`src/rtl/mreg_pkg.sv`:
```
package mreg_pkg;
  parameter int REG_AW = 5;
  localparam int NREG = 1 << REG_AW;
  localparam int DW = 32;

  localparam int IDX_TOP   = 0;
  localparam int IDX_DCAP  = 16;
  localparam int IDX_DCTRL = 22;
  localparam int BIT_COMMIT    = 9;
  localparam int BIT_COMMITTED = 10;
  localparam int BIT_ERR       = 11;

  typedef struct packed {
    logic              wrStb;
    logic              rdStb;
    logic              rdZero;
    logic              ctrlWr;
    logic [REG_AW-1:0] idx;
  } strobe_t;

  function automatic logic [3:0] decCountEnc(input int n);
    case (n)
      2:  return 4'd1;
      4:  return 4'd2;
      6:  return 4'd3;
      8:  return 4'd4;
      10: return 4'd5;
      default: return 4'd0;
    endcase
  endfunction

  function automatic logic [7:0] arraySizeOf(input int kind);
    return (kind >= 2) ? 8'd5 : (kind == 1) ? 8'd3 : 8'd2;
  endfunction

  function automatic logic [31:0] hdr(input int id, input int ver, input int ptr);
    return 32'(id) | (32'(ver) << 16) | (32'(ptr) << 20);
  endfunction

  function automatic logic [31:0] maskOf(input int idx, input int kind, input int portType);
    case (idx)
      8, 9, 10: return 32'h0001_CFFF;
      11, 12:   return 32'h0000_007F;
      17:       return (kind >= 1) ? 32'h3 : 32'h0;
      18, 20:   return (kind >= 1) ? 32'hF000_0000 : 32'h0;
      19, 21, 24: return (kind >= 1) ? 32'hFFFF_FFFF : 32'h0;
      22:       return (kind >= 1) ? 32'h0000_13FF : 32'h0;
      23:       return (kind >= 1) ? ((portType != 0) ? 32'hFFFF_FFFF : 32'hF000_0000) : 32'h0;
      default:  return 32'h0;
    endcase
  endfunction

  function automatic logic [31:0] resetOf(input int idx, input int kind, input int decCount);
    case (idx)
      0:      return (32'(arraySizeOf(kind)) << 24) | 32'h0011_0001;
      1:      return hdr(2, 2, 'h20);
      2:      return hdr(4, 2, 'h38);
      3:      return (kind >= 1) ? hdr(5, 1, 'h40) : 32'h0;
      4:      return (kind >= 2) ? hdr(6, 1, 'h60) : 32'h0;
      5:      return (kind >= 2) ? hdr(8, 1, 'h70) : 32'h0;
      9, 10:  return 32'h0001_CFFF;
      12:     return 32'h0000_007F;
      13:     return 32'h0000_0200;
      16:     return (kind >= 1) ? (32'(decCountEnc(decCount)) | 32'h0000_0310) : 32'h0;
      default: return 32'h0;
    endcase
  endfunction
endpackage

```
`src/rtl/mreg_ctrl.sv`:
```
module mreg_ctrl
  import mreg_pkg::*;
#(
  parameter int COMP_KIND = 1
) (
  input  logic              rdEn,
  input  logic              wrEn,
  input  logic              accWide,
  input  logic [REG_AW-1:0] addr,
  output strobe_t           stb
);
  localparam logic HAS_DEC = (COMP_KIND >= 1);

  always_comb begin
    stb.idx    = addr;
    stb.wrStb  = wrEn && !accWide;
    stb.rdStb  = rdEn && !accWide;
    stb.rdZero = rdEn && accWide;
    stb.ctrlWr = HAS_DEC && wrEn && !accWide && (addr == REG_AW'(IDX_DCTRL));
  end
endmodule

```
`src/rtl/mreg_datapath.sv`:
```
module mreg_datapath
  import mreg_pkg::*;
#(
  parameter int COMP_KIND = 1,
  parameter int PORT_TYPE = 0,
  parameter int DEC_COUNT = 1
) (
  input  logic          clk,
  input  logic          rstN,
  input  strobe_t       stb,
  input  logic [DW-1:0] wrData,
  output logic [DW-1:0] rdData,
  output logic          rdValid,
  output logic          decCommitted,
  output logic [DW-1:0] granBytes
);
  logic [DW-1:0] regQ [NREG];

  for (genvar i = 0; i < NREG; i++) begin : g_reg
    localparam logic [DW-1:0] MASK = maskOf(i, COMP_KIND, PORT_TYPE);
    localparam logic [DW-1:0] INIT = resetOf(i, COMP_KIND, DEC_COUNT);
    if (MASK == '0) begin : g_ro
      assign regQ[i] = INIT;
    end else begin : g_rw
      logic [DW-1:0] q;
      logic [DW-1:0] merged;
      if (i == IDX_DCTRL) begin : g_commit
        always_comb begin
          merged = (wrData & MASK) | (q & ~MASK);
          merged[BIT_COMMITTED] = merged[BIT_COMMIT];
          merged[BIT_ERR] = 1'b0;
        end
      end else begin : g_plain
        assign merged = (wrData & MASK) | (q & ~MASK);
      end
      always_ff @(posedge clk) begin
        if (!rstN)
          q <= INIT;
        else if (stb.wrStb && (stb.idx == REG_AW'(i)))
          q <= merged;
      end
      assign regQ[i] = q;
    end
  end

  always_ff @(posedge clk) begin
    if (!rstN) begin
      rdData  <= '0;
      rdValid <= 1'b0;
    end else begin
      rdData  <= stb.rdStb ? regQ[stb.idx] : '0;
      rdValid <= stb.rdStb || stb.rdZero;
    end
  end

  logic unusedCtrl;
  assign unusedCtrl   = stb.ctrlWr;
  assign decCommitted = regQ[IDX_DCTRL][BIT_COMMITTED];
  assign granBytes    = 32'd256 << regQ[IDX_DCTRL][3:0];
endmodule

```
`src/rtl/masked_reg_block.sv`:
```
module masked_reg_block
  import mreg_pkg::*;
#(
  parameter int COMP_KIND = 1,
  parameter int PORT_TYPE = 0,
  parameter int DEC_COUNT = 1
) (
  input  logic              clk,
  input  logic              rstN,
  input  logic              rdEn,
  input  logic              wrEn,
  input  logic              accWide,
  input  logic [REG_AW-1:0] addr,
  input  logic [DW-1:0]     wrData,
  output logic [DW-1:0]     rdData,
  output logic              rdValid,
  output logic              decCommitted,
  output logic [DW-1:0]     granBytes
);
  strobe_t stb;

  mreg_ctrl #(.COMP_KIND(COMP_KIND)) u_ctrl (
    .rdEn(rdEn), .wrEn(wrEn), .accWide(accWide), .addr(addr), .stb(stb)
  );

  mreg_datapath #(
    .COMP_KIND(COMP_KIND), .PORT_TYPE(PORT_TYPE), .DEC_COUNT(DEC_COUNT)
  ) u_dp (
    .clk(clk), .rstN(rstN), .stb(stb), .wrData(wrData),
    .rdData(rdData), .rdValid(rdValid),
    .decCommitted(decCommitted), .granBytes(granBytes)
  );
endmodule

```
`config.mk`:
```
export PLATFORM = sky130hd
export DESIGN_NAME = masked_reg_block
export DESIGN_NICKNAME = d
export VERILOG_FILES = /design/src/rtl/mreg_pkg.sv /design/src/rtl/mreg_ctrl.sv /design/src/rtl/mreg_datapath.sv /design/src/rtl/masked_reg_block.sv
export SDC_FILE = /design/constraint.sdc
export NUM_CORES = 1
export LEC_CHECK = 0
export BUFFER_PORTS_ARGS = -buffer_cell sky130_fd_sc_hd__buf_2
export CAP_MARGIN = 0
export CELL_PAD_IN_SITES_DETAIL_PLACEMENT = 0
export CELL_PAD_IN_SITES_GLOBAL_PLACEMENT = 1
export CORE_ASPECT_RATIO = 1.1
export CORE_UTILIZATION = 40
export CTS_CLUSTER_DIAMETER = 40
export CTS_CLUSTER_SIZE = 30
export DETAILED_ROUTE_END_ITERATION = 8
export HOLD_SLACK_MARGIN = 0.02
export PLACE_DENSITY_LB_ADDON = 0.1
export SYNTH_ARGS = -nofsm -noshare
export SYNTH_HDL_FRONTEND = slang
export SYNTH_HIERARCHICAL = 1
export SYNTH_SLANG_ARGS = --single-unit
```
`constraint.sdc`:
```
create_clock -name clk -period 2.15 [get_ports clk]
set_input_delay 0.215 -clock clk [delete_from_list [all_inputs] [get_ports clk]]
set_output_delay 0.215 -clock clk [all_outputs]
set_load 0.03 [all_outputs]
```
==> results of run 1 <==
-- worst max-delay path: cells and delay by family, from the launching register on --
family	cells	cell delay, ps
DFF	1	490
and+or+nand+nor	2	340
buffers and inverters	1	230
-- stage by stage --
stage	worst slack, ps	utilization [%]	cells
5_1_grt	283	50.0	1531
3_5_place_dp	193	44.3	1453
4_1_cts	353	50.0	1531
2_1_floorplan	13.8	-	1131
6_report	387	50.0	1531
3_3_place_gp	202	44.3	1453
-- report_power, final --
part	internal [mW]	switching [mW]
Sequential	3.98	0.0104
Combinational	0.216	0.390
Clock	3.51	1.93
Total	7.70	2.33
-- flip-flops by register name, summed over array words and instances, names as in the netlist --
signal	count
u_dp/g.g_rw.q	180
u_dp/rdValid	1
u_dp/rdData	32
-- what timing repair did --
item	4_1_cts	5_1_grt
hold endpoints to repair	45	0
hold buffers	17	0
setup buffers	0	0
-- layer usage --
| metal | up-vias | routed length, um | global-route usage [%] |
|---|---|---|---|
| met3 | 56 | 1370 | 3.83 |
| li1 | 3967 | - | - |
| met1 | 3885 | 13700 | 33.5 |
| met4 | 0 | 695 | 7.83 |
| met2 | 245 | 13200 | 38.9 |
| met5 | - | 0 | 0 |
-- worst max path at each step --
stage	startpoint	end	slack, ps	depth (start not counted)
3_5_place_dp	addr[2]	u_dp/rdData[17]$_SDFF_PN0_	190	7
5_1_grt	u_dp/g_reg[22].g_rw.q[3]$_SDFFE_PN0P_	granBytes[16]	280	3
3_3_place_gp	addr[2]	u_dp/rdData[17]$_SDFF_PN0_	200	7
2_1_floorplan	addr[1]	u_dp/g_reg[8].g_rw.q[10]$_SDFFE_PN0P_	10	11
4_1_cts	u_dp/g_reg[22].g_rw.q[3]$_SDFFE_PN0P_	granBytes[16]	350	3
6_report	u_dp/g_reg[22].g_rw.q[3]$_SDFFE_PN0P_	granBytes[16]	390	3
-- cell type report --
| cell class | count | area (sq um) |
|---|---|---|
| well taps | 300 | 375 |
| inverters | 4 | 15.0 |
| flip-flops and latches | 213 | 4260 |
| clock buffers | 47 | 1000 |
| multi-input cells | 790 | 4590 |
| repair buffers | 163 | 1120 |
| fillers | 2224 | 11500 |
| clock inverters | 14 | 138 |
==> metrics.txt, run 1 <==
WHS Endpoint u_dp/g_reg[8].g_rw.q[10]$_SDFFE_PN0P_; share of cells above drive strength 1 17.9%; Cell Rows 58; Worst EP required 1930 ps; clock skew 8.13 ps; yosys warns 6; drt total wl 28.9 mm; hold wc startpoint wrData[10]; initial antenna violation count 0; hpwl dp 18.4 mm; Fin Hold WS 41.0 ps; die width 148 um; CTS tree built; Core ar. 23000 sq um; final hold vios 0; Clock Sinks 213; Max Cap Violations 0; DRC Markers 0; cells on worst reg2reg path 4; Design Area, Final 11500 sq um; number of I/O port buffers 91; Min-Delay Path Depth 3; CTS Buffer Depth 3; global-route wire length before repair 45.5 mm; routed vias/inst 5.33; Pwr Density 872 nW/um^2; commonest non-fill, non-tap cell in the layout nand2_1; post-CTS sizing 0; minimum clock period 1760 ps; period utilization 82.0%; worst-path fanout max 9; RSZ-0062 raised after global routing no; max-slew violations 0; FF-to-FF End u_dp/rdData[0]$_SDFF_PN0_; clock root cell clkbuf_16; total global routing overflow 0; Data arrival, critical path 1550 ps; CP endpoint kind output port; Tot GR Track Use 24.4%; Slew HR 48.9%; routability cong. 0.829; VDD IR max 0.000512 V; Finish-stage setup viols 0; number of routed nets with antenna violations 0; actual slew at the worst max-slew pin 766 ps; status finished clean; most frequent cells in the layout nand2_1 (322), dfxtp_1 (213), a21boi_0 (123); Pleak 4.53 nW; slowest cell on the critical path dfxtp_1; DR iter-0 viols 578; CTS Buf Count 35; WS Path Type reg -> out; placed inst area 10200 sq um; DR WL/cell 18.9 um; synthesized area per cell 8.45 sq um; Mapped Area 9430 sq um; Peak Freq 0.567 GHz; CP max stage delay 490 ps; Power Total 10.0 mW; io pins 108; critical path startpoint category register; HP Class in -> reg; synth-to-layout area growth 22.0%; clock slew at reported path FFs 60 ps; NumNets Final 1255; # diodes 0; Initial DRT Pass Iterations 6; synthesized instance count 1116; die height 163 um; DR vias 8153; vias in the first global route 7829; pin count of the biggest net entering global routing 181; Initial Util 41.0%; die area 24200 sq um; worst reg2reg setup slack 760 ps; crit-path cells nand2b_1 -> nor3_1 -> buf_2; CTS H-Tree Depth 2; setup tns final 0 ps; clk_lat worst skew 490 ps; reg2reg start u_dp/g_reg[11].g_rw.q[0]$_SDFFE_PN0P_
Power figures use the tool's default switching activity.
==> run 2: changes to the inputs <==
- CORE_UTILIZATION: 40 -> 44
- clock period: 2.15 -> 1.65 ns (I/O delays scaled with it)
==> run 2 against run 1 <==
Compared with the run above:
- core utilization increased by 7.8 points
- wire length decreased by 1.6%
- sequential power increased by 30%
- worst hold slack about the same
- cell area increased by 4.5%
- register-to-register slack got worse by 440 ps
- global-route usage increased by 2.1 points
- count of clock-buffer cells in the layout decreased by 7
- first-iteration DRC count increased by 2.2%
- sequential share of layout area decreased by 1.5 points
- flip-flop and latch count unchanged
- critical path depth unchanged
- largest power group unchanged
- highest routed layer unchanged
==> metrics.txt, run 2 (same netlist as run 1, synthesis figures left out) <==
critical path startpoint category register; minimum clock period 1590 ps; DR WL/cell 18.3 um; die width 142 um; final hold vios 0; clock slew at reported path FFs 40 ps; hpwl dp 18.3 mm; CP max stage delay 370 ps; Initial DRT Pass Iterations 5; crit-path cells nand2b_1 -> nor3_1 -> buf_4; status finished clean; DRC Markers 0; Initial Util 45.4%; Fill cells 1985; CTS H-Tree Depth 2; Slew HR 35.9%; Largest regs u_dp/g.g_rw.q (180), u_dp/rdData (32), u_dp/rdValid (1); Worst EP required 1480 ps; HP Class in -> reg; Tot GR Track Use 26.5%; area taken by multi-input logic gates 4610 sq um; flip-flop count of the largest register after layout 180; DR vias 8329; placed inst area 10500 sq um; Clock Sinks 213; slowest cell on the critical path dfxtp_4; Data arrival, critical path 1420 ps; CTS Buffer Depth 3; worst-path fanout max 9; total global routing overflow 0; die height 156 um; NumNets Final 1301; routability cong. 0.806; die area 22000 sq um; commonest non-fill, non-tap cell in the layout nand2_1; io pins 108; most frequent cells in the layout nand2_1 (322), dfxtp_1 (209), a21boi_0 (122); Pwr Density 1110 nW/um^2; Core ar. 20800 sq um; Finish-stage setup viols 0; Max Cap Violations 0; number of I/O port buffers 91; period utilization 96.3%; Power Total 13.3 mW; RSZ-0062 raised after global routing no; vias in the first global route 8039; Pleak 4.78 nW; CTS tree built; drt total wl 28.5 mm; synth-to-layout area growth 27.4%; WS Path Type reg -> out; VDD IR max 0.000772 V; Peak Freq 0.629 GHz; # diodes 0; share of cells above drive strength 1 20.5%; Largest Register u_dp/g.g_rw.q; pin count of the biggest net entering global routing 133; clock root cell clkbuf_16; initial antenna violation count 0; CTS Buf Count 35; max-slew violations 0; FF/Latch Area 4280 sq um; Design Area, Final 12000 sq um; DR iter-0 viols 591; routed vias/inst 5.34; CP endpoint kind output port; actual slew at the worst max-slew pin 958 ps; clock skew 13.8 ps; Cell Rows 55; global-route wire length before repair 44.9 mm; clk_lat worst skew 510 ps; number of routed nets with antenna violations 0
-- run 2: layout make-up --
type / count / share of cell area [%]
well taps: 285 / 2.97
clock inverters: 19 / 1.99
multi-input cells: 790 / 38.4
inverters: 4 / 0.187
clock buffers: 40 / 7.71
repair buffers: 209 / 13.2
flip-flops and latches: 213 / 35.6
-- run 2: worst max-delay path: cells and delay by family, from the launching register on --
kind / cells / cell delay [ps]
flip-flops: 1 / 370
AND/OR/NAND/NOR: 2 / 360
buffers and inverters: 1 / 190
-- run 2: path summary, 6_finish.rpt --
path	startpoint	to	slack [ps]	depth (start not counted)
worst max register to register	u_dp/g_reg[11].g_rw.q[0]$_SDFFE_PN0P_	u_dp/rdData[0]$_SDFF_PN0_	320	4
worst min register to register	u_dp/g_reg[21].g_rw.q[5]$_SDFFE_PN0P_	u_dp/g_reg[21].g_rw.q[5]$_SDFFE_PN0P_	450	2
worst min-delay path	wrData[2]	u_dp/g_reg[21].g_rw.q[2]$_SDFFE_PN0P_	40	3
worst max-delay path	u_dp/g_reg[22].g_rw.q[3]$_SDFFE_PN0P_	granBytes[12]	60	3
-- run 2: timing repair --
action                                  CTS  global route
gates resized for setup                   4             7
endpoints found under the setup margin   14             6
buffers inserted                          0             0
hold buffers                             32             0
endpoints found under the hold margin   125             0
-- run 2: stage by stage --
step / setup TNS (ps) / setup WS (ps) / utilization (%) / hold slack, ps / cells
2_1_floorplan: -838 / -120 / - / 289 / 1131
3_3_place_gp: -140 / -60.2 / 50.6 / 440 / 1469
3_5_place_dp: -333 / -87.1 / 50.6 / 445 / 1469
4_1_cts: 0 / 19.4 / 57.7 / 29.3 / 1560
5_1_grt: 0 / 2.32 / 57.8 / 57.2 / 1560
6_report: 0 / 61.3 / 57.8 / 41.4 / 1560
-- run 2: power by group --
| group | total [mW] | switching (mW) | internal, mW |
|---|---|---|---|
| sequential | 5.19 | 0.0134 | 5.17 |
| combinational | 0.870 | 0.520 | 0.351 |
| clock | 7.25 | 2.57 | 4.67 |
| total | 13.3 | 3.11 | 10.2 |
-- run 2: routing by layer --
| layer | GRT usage [%] | up-vias | share of wire, % |
|---|---|---|---|
| li1 | - | 4071 | - |
| met1 | 35.6 | 3938 | 45 |
| met2 | 42.8 | 258 | 46 |
| met3 | 4.17 | 62 | 5.6 |
| met4 | 9.73 | 0 | 2.9 |
| met5 | 0 | - | 0 |
==> run 3: changes to the inputs <==
- CELL_PAD_IN_SITES_DETAIL_PLACEMENT: 0 -> not set
- CELL_PAD_IN_SITES_GLOBAL_PLACEMENT: 1 -> not set
- PLACE_DENSITY_LB_ADDON: 0.1 -> not set
==> run 3 against run 2 <==
Compared with the run above:
- non-clock buffer count unchanged
- core utilization grew 0.26 points
- total power decreased by 2.2%
- first-iteration DRC count grew 9.0%
- clock skew fell by 4.7 ps
- global-route usage down 1.1 points
- worst hold slack better by 21 ps
- critical path type unchanged
- flip-flop and latch count is the same
- critical path depth did not move
- setup slack got worse by 27 ps
==> metrics.txt, run 3 (same netlist as run 1, synthesis figures left out) <==
Finish-stage setup viols 0; vias in the first global route 7839; number of routed nets with antenna violations 0; most frequent cells in the layout nand2_1 (322), dfxtp_1 (209), a21boi_0 (122); worst-path fanout max 9; status finished clean; setup tns final 0 ps; DR WL/cell 18.0 um; Cell Count, Final, Fillers Out 1558; global-route wire length before repair 43.6 mm; clk_lat worst skew 550 ps; DR vias 8331; CTS H-Tree Depth 1; io pins 108; Core ar. 20800 sq um; Switching Fraction 23.3%; Peak Freq 0.619 GHz; die height 156 um; worst reg2reg setup slack 350 ps; Cell Rows 55; Data arrival, critical path 1450 ps; Largest regs u_dp/g.g_rw.q (180), u_dp/rdData (32), u_dp/rdValid (1); Largest Register u_dp/g.g_rw.q; Initial DRT Pass Iterations 5; dpl cells 1467; pin count of the biggest net entering global routing 121; # diodes 0; Clock Power Share 53.4%; DRC Markers 0; HP Class in -> reg; routability cong. 0.812; WS Path Type reg -> out; CTS Buffer Depth 3; period utilization 97.9%; RSZ-0062 raised after global routing yes; share of cells above drive strength 1 21.1%; routed vias/inst 5.35; Power Total 13.0 mW; Max Cap Violations 0; Pwr Density 1080 nW/um^2; Slew HR 64.4%; pre-CTS setup slack -94.2 ps; clock skew 9.09 ps; slowest cell on the critical path dfxtp_4; commonest non-fill, non-tap cell in the layout nand2_1; CP endpoint kind output port; die width 142 um; clock root cell clkbuf_16; CTS tree built; Design Area, Final 12100 sq um; final hold vios 0; NumNets Final 1297; Flop pwr share 39.8%; Worst Setup Slack, final 34.1 ps; Pleak 4.78 nW; Tot GR Track Use 25.4%; clock slew at reported path FFs 60 ps; placed inst area 10500 sq um; Net Sw Power 3.03 mW; die area 22000 sq um; actual slew at the worst max-slew pin 535 ps; internal power 9.97 mW; critical path startpoint category register; CP max stage delay 380 ps; Combinational Power Share 6.8%; DR iter-0 viols 644; drt total wl 28.0 mm; max-slew violations 0; hpwl dp 17.8 mm; Worst EP required 1480 ps; Initial Util 45.4%; total global routing overflow 0; crit-path cells nand2b_1 -> nor2_1 -> buf_2; number of I/O port buffers 91; synth-to-layout area growth 28.0%; initial antenna violation count 0; CTS Buf Count 31; Clock Sinks 213; minimum clock period 1620 ps; VDD IR max 0.000744 V; flip-flop count of the largest register after layout 180
run 3: cell types whose count changed in the layout (fill, tap and decap cells not counted), moves of 5 or more:
| cell | previous run | this run |
|---|---|---|
| clkbuf_16 | 36 | 31 |
| nor3_2 | 1 | 6 |
| nor3_1 | 8 | 3 |
| buf_2 | 87 | 79 |
| clkinv_4 | 2 | 7 |
run 3: power groups by stage:
| stage | registers, mW | clock network [mW] | logic, mW |
|---|---|---|---|
| global route | 5.18 | 7.29 | 0.942 |
| global placement | 5.30 | 0 | 0.816 |
| CTS | 5.19 | 7.07 | 0.878 |
| floorplan | 5.31 | 0 | 0.506 |
| detailed placement | 5.30 | 0 | 0.814 |
| finish | 5.18 | 6.94 | 0.885 |
run 3: final timing paths:
check                                          from                                endpoint  depth (start not counted)
max           u_dp/g_reg[22].g_rw.q[3]$_SDFFE_PN0P_                           granBytes[15]                          3
min                                         addr[4]               u_dp/rdData[2]$_SDFF_PN0_                          2
max reg2reg   u_dp/g_reg[22].g_rw.q[3]$_SDFFE_PN0P_               u_dp/rdData[3]$_SDFF_PN0_                          3
min reg2reg  u_dp/g_reg[19].g_rw.q[30]$_SDFFE_PN0P_  u_dp/g_reg[19].g_rw.q[30]$_SDFFE_PN0P_                          2
run 3: cell type report:
type	count	area (sq um)
Tap cell	285	357
Timing Repair Buffer	209	1640
Clock inverter	21	282
Clock buffer	36	835
Fill cell	1928	8710
Inverter	4	22.5
Sequential cell	213	4280
Multi-Input combinational cell	790	4650
run 3: worst max-delay path: cells and delay by family (launching register included):
family,cells,cell delay [ps]
buf+inv,1,200
flops,1,380
simple gates,2,330
run 3: metal layers:
metal | vias to the layer above | track usage, % | share of wire [%]
met5 | - | 0 | 0
met4 | 0 | 7.68 | 2.0
met3 | 38 | 3.13 | 5.2
met2 | 254 | 41.1 | 47
met1 | 3982 | 35.3 | 45
li1 | 4057 | - | -
run 3: metrics by stage:
stage                     utilization, %  hold WS (ps)
after floorplan                        -           289
after global placement              50.7           441
after detailed placement            50.7           445
after CTS                           57.7          45.5
after global routing                58.1          72.9
final                               58.1          61.9
run 3: what timing repair did:
item	in CTS	in global routing
endpoints found under the setup margin	15	12
hold buffers	34	0
gates resized for setup	6	27
endpoints found under the hold margin	164	0
buffers inserted	0	0
